`src/rtl/owire_uart_adapter.sv`:
```
module owire_uart_adapter #(
  parameter int CLK_HZ    = 125_000_000,
  parameter int FAST_BAUD = 115_200,
  parameter int SLOW_BAUD = 9_600
) (
  input  logic       clk,
  input  logic       rst_n,
  input  logic [1:0] op,
  input  logic       go,
  output logic       busy,
  output logic       done,
  output logic       bit_out,
  output logic       present,
  output logic       stop_err,
  output logic       tx,
  input  logic       rx
);
  localparam int FAST_DIV = (CLK_HZ + FAST_BAUD / 2) / FAST_BAUD;
  localparam int SLOW_DIV = (CLK_HZ + SLOW_BAUD / 2) / SLOW_BAUD;
  localparam int CW       = $clog2(SLOW_DIV + 1);
  localparam logic [1:0] OP_W0 = 2'd0, OP_RD = 2'd2, OP_RST = 2'd3;

  logic [1:0]    op_q;
  logic [CW-1:0] div_q, tcnt, rcnt;
  logic [3:0]    tbit, rbit;
  logic [9:0]    tsh;
  logic [7:0]    rsh, byte_sel;
  logic          r1, r2, ract, rgot, rstop;
  logic          tlast;

  assign byte_sel = (op == OP_W0) ? 8'h00 : (op == OP_RST) ? 8'hF0 : 8'hFF;
  assign tlast    = busy && (tcnt == div_q - 1'b1) && (tbit == 4'd9);

  always_ff @(posedge clk or negedge rst_n) begin
    if (!rst_n) begin
      busy <= 1'b0; done <= 1'b0; tx <= 1'b1;
      bit_out <= 1'b0; present <= 1'b0; stop_err <= 1'b0;
      op_q <= '0; div_q <= CW'(FAST_DIV); tcnt <= '0; tbit <= '0; tsh <= '1;
    end else begin
      done <= 1'b0;
      if (!busy) begin
        if (go) begin
          busy  <= 1'b1;
          op_q  <= op;
          div_q <= (op == OP_RST) ? CW'(SLOW_DIV) : CW'(FAST_DIV);
          tsh   <= {1'b1, byte_sel, 1'b0};
          tx    <= 1'b0;
          tcnt  <= '0;
          tbit  <= '0;
        end
      end else if (tcnt == div_q - 1'b1) begin
        tcnt <= '0;
        if (tbit == 4'd9) begin
          busy     <= 1'b0;
          done     <= 1'b1;
          tx       <= 1'b1;
          stop_err <= ~rstop;
          if (op_q == OP_RD)  bit_out <= (rsh == 8'hFF);
          if (op_q == OP_RST) present <= (rsh != 8'hF0);
        end else begin
          tbit <= tbit + 4'd1;
          tx   <= tsh[tbit + 4'd1];
        end
      end else begin
        tcnt <= tcnt + 1'b1;
      end
    end
  end

  always_ff @(posedge clk or negedge rst_n) begin
    if (!rst_n) begin
      r1 <= 1'b1; r2 <= 1'b1; ract <= 1'b0; rgot <= 1'b0;
      rcnt <= '0; rbit <= '0; rsh <= '0; rstop <= 1'b1;
    end else begin
      r1 <= rx;
      r2 <= r1;
      if (!busy) begin
        ract <= 1'b0;
        rgot <= 1'b0;
      end else if (!ract && !rgot) begin
        if (!r2) begin
          ract <= 1'b1;
          rcnt <= '0;
          rbit <= '0;
        end
      end else if (ract) begin
        rcnt <= (rcnt == div_q - 1'b1) ? '0 : rcnt + 1'b1;
        if (rcnt == (div_q >> 1)) begin
          if (rbit == 4'd9) begin
            rstop <= r2;
            ract  <= 1'b0;
            rgot  <= 1'b1;
          end else begin
            if (rbit != 4'd0) rsh <= {r2, rsh[7:1]};
            rbit <= rbit + 4'd1;
          end
        end
      end
    end
  end


  idle_line_high_chk: assert property (@(posedge clk) disable iff (!rst_n)
    !busy |-> tx);

  done_single_chk: assert property (@(posedge clk) disable iff (!rst_n)
    done |=> !done);

  echo_before_done_chk: assert property (@(posedge clk) disable iff (!rst_n)
    tlast |-> rgot);

  frame_setup_hold_chk: assert property (@(posedge clk) disable iff (!rst_n)
    busy |=> ($stable(div_q) && $stable(op_q) && $stable(tsh)));

  read_bit_hold_chk: assert property (@(posedge clk) disable iff (!rst_n)
    !$stable(bit_out) |-> (done && op_q == OP_RD));

  presence_hold_chk: assert property (@(posedge clk) disable iff (!rst_n)
    !$stable(present) |-> (done && op_q == OP_RST));
endmodule

```
`config.mk`:
```
export PLATFORM = sky130hd
export DESIGN_NAME = owire_uart_adapter
export DESIGN_NICKNAME = d
export VERILOG_FILES = /design/src/rtl/owire_uart_adapter.sv
export SDC_FILE = /design/constraint.sdc
export NUM_CORES = 1
export LEC_CHECK = 0
export ABC_AREA = 1
export BUFFER_PORTS_ARGS = -buffer_cell sky130_fd_sc_hd__buf_4
export CAP_MARGIN = 20
export CORE_MARGIN = 2
export CORE_UTILIZATION = 40
export DETAILED_ROUTE_END_ITERATION = 12
export SKIP_LAST_GASP = 1
export SLEW_MARGIN = 10
export SYNTH_ARGS = -nofsm -noshare
export SYNTH_HDL_FRONTEND = slang
export SYNTH_SLANG_ARGS = --single-unit
```
`constraint.sdc`:
```
create_clock -name clk -period 2.4 [get_ports clk]
set_input_delay 0.24 -clock clk [delete_from_list [all_inputs] [get_ports clk]]
set_output_delay 0.24 -clock clk [all_outputs]
set_load 0.005 [all_outputs]
```
==> metrics.cfg <==
[status]
status=completed

[routing]
drt_first_pass_iters=4
vias=2913
drcViolationCount=0
wl_per_cell_um=13.1
drt_iter0_drc=127
drt-total-wl_um=7580
vias_per_cell=5.03
antenna_left=0

[die]
io_pins=12
rows=34
die_width_um=98.5
die-area_mm2=0.00970
initial_core_util=0.411
coreArea_mm2=0.00868
fp.dieH_um=98.5

[synth]
synth_area_leaders=dfrtp_1 (38%), nand2_1 (13%), dfstp_2 (5.9%), nor2_1 (5.5%), nand3_1 (5.3%)
synth.net_count=468
synthMostInstantiatedCell=nand2_1
async_flop_share=1.00
syn_avg_cell_area_um2=7.94
ys_top_cells_by_count=nand2_1 (119), dfrtp_1 (54), nor2_1 (52)
ys_warn_count=0
postSynthCellCount=450
syn_area_mm2=0.00357
synth-edff-count=0
ys_seq_area_frac=0.437
yosys.area.top_type_share=0.378
synth_ff_type=dfrtp_1
synthDistinctLibCells=37
ys_seq_elements=62
synth_top_cell_by_area=dfrtp_1

[clock_tree]
cts_buffers=9
cts_resized=0
cts_buffer_depth=2
post-cts-setup-buffer-count=0
cts_tree=yes
clkTransAtPathRegs_ns=0.08
cts.sinks=62
clkLatencyLatePin_ns=0.35
root_buffer=clkbuf_8
h-tree-depth=3

[critical_path]
crit_path_max_fanout=10
arrival_ns=1.94
critPathKind=flip-flop to flip-flop
endpoint_kind=flip-flop
cp-startpoint=div_q[10]
reg2reg_from=div_q[10]
worst_ep_required_time_ns=2.64
start_kind=flip-flop

[timing]
fmax_ghz=0.588
hold_viol=0
period_share=0.709
fin_worst_skew_ns=0.0115
slew_headroom=0.482
finalWorstSetupSlack_ns=0.698
finalMaxSlewViolations=0
worst_pin_slew_ns=0.777
min_period_ns=1.70
hold_slack_ns=0.206
setup_violations=0
fin_setup_tns_ns=0
rsz0062_at_grt=no

[hold_path]
hp-start=op[0]
hp-class=input port to flip-flop

[cells_and_area]
final_layout_size_suffix_gt1_frac=0.132
final_cell_count_no_fill=579
layout.nets=484
area_growth_pct=11.2
n_antenna_cell=0

[global_routing]
use_met1=0.236
grt_max_degree=63
grtUsageMet3=0.0404
antenna_found_initial=0
grt-busiest-layer=met2
groute.usage.overall=0.171
use_met2=0.261
grt_pass1_wl_um=13500
grt_overflow_total=0
grt_pass1_vias=2823

[placement]
dp.cells=561
hpwl_um=5320
place_congestion=0.899
pre_cts_slack_ns=0.711
portBuffers=11

[power_and_ir_drop]
powerDensity_mw_per_mm2=802
power.total_uw=3190
p_leak_uw=0.00195
ir_drop_mv=0.365

[job]
maxCapViolCount=0

metrics by stage:
stage,utilization,area [um2]
final,0.458,3970
after global routing,0.458,3970
after CTS,0.458,3970
after detailed placement,0.430,3730
after global placement,0.430,3730
after floorplan,-,3570
logic make-up after synthesis:
group                    Yosys count  synth area share
AND/OR/NAND/NOR                  247             0.312
buffers and inverters             60            0.0729
flip-flops                        62             0.437
AO/OA/AOI/OAI                     43            0.0718
adder cells (fa/ha/maj)           12            0.0420
XOR/XNOR                          26            0.0638
final timing paths:
kind,slack [ns],endpoint,cells past startpoint
worst max register to register,0.70,rsh[7],9
worst min-delay path,0.21,op_q[0],3
worst min register to register,0.36,r2,0
worst max-delay path,0.70,rsh[7],9
max in group asynchronous,1.38,rsh[7],2
min in group asynchronous,0.51,tcnt[8],2
layer usage:
layer / wire length, um / share of wire
met2: 3490 / 0.46
met5: 0 / 0
met3: 282 / 0.037
met1: 3670 / 0.48
met4: 137 / 0.018
area by class of cell:
cell class | count | area, um2
clock inverters | 7 | 98.8
inverters | 51 | 194
well taps | 108 | 135
fillers | 869 | 4710
clock buffers | 9 | 124
flip-flops and latches | 62 | 1560
repair buffers | 14 | 110
multi-input cells | 328 | 1750
registers in the layout, indices dropped and copies added, names as in the netlist, 2 cells and up:
| name | count |
|---|---|
| rsh | 8 |
| op_q | 2 |
| tbit | 4 |
| div_q | 2 |
| tsh | 3 |
| rcnt | 14 |
| rbit | 4 |
| tcnt | 14 |
critical path, cell delays in order (launching register included):
cell and delay, ns:
dfstp_2 0.63, inv_2 0.09, o21ai_1 0.08, nand2_1 0.07, nor2_2 0.15, nand3_4 0.14
nor2_8 0.18, nand2_4 0.11, nand2_1 0.10, o21ai_2 0.05
what timing repair did:
item,4_1_cts,5_1_grt
hold endpoints to repair,26,0
hold buffers,2,0
endpoints found under the setup margin,0,0
report_power, final:
part	switching, uW	leakage, uW	internal (uW)
clock	451	0.000109	587
sequential	198	0.000776	1220
combinational	445	0.00106	288
cells in the final DEF (no fill, tap or decap), types with 2 or more instances in the layout:
| master | n |
|---|---|
| nand2_1 | 119 |
| dfrtp_1 | 54 |
| nor2_1 | 52 |
| inv_1 | 41 |
| nand3_1 | 38 |
| xor2_1 | 20 |
| o21ai_0 | 14 |
| nand4_1 | 13 |
| ha_1 | 12 |
| buf_4 | 12 |
| o21ai_1 | 10 |
| clkbuf_8 | 9 |
| inv_2 | 8 |
| o22ai_1 | 8 |
| dfstp_2 | 8 |
| xnor2_1 | 6 |
| nor3_1 | 6 |
| a21oi_1 | 5 |
| nand3b_1 | 4 |
| nor2_2 | 4 |
| o21ai_2 | 3 |
| clkinv_4 | 3 |
| nand3_2 | 2 |
| nand2_2 | 2 |
| bufinv_16 | 2 |
| dlygate4sd3_1 | 2 |
No activity file was read; power rests on OpenSTA's default activity.
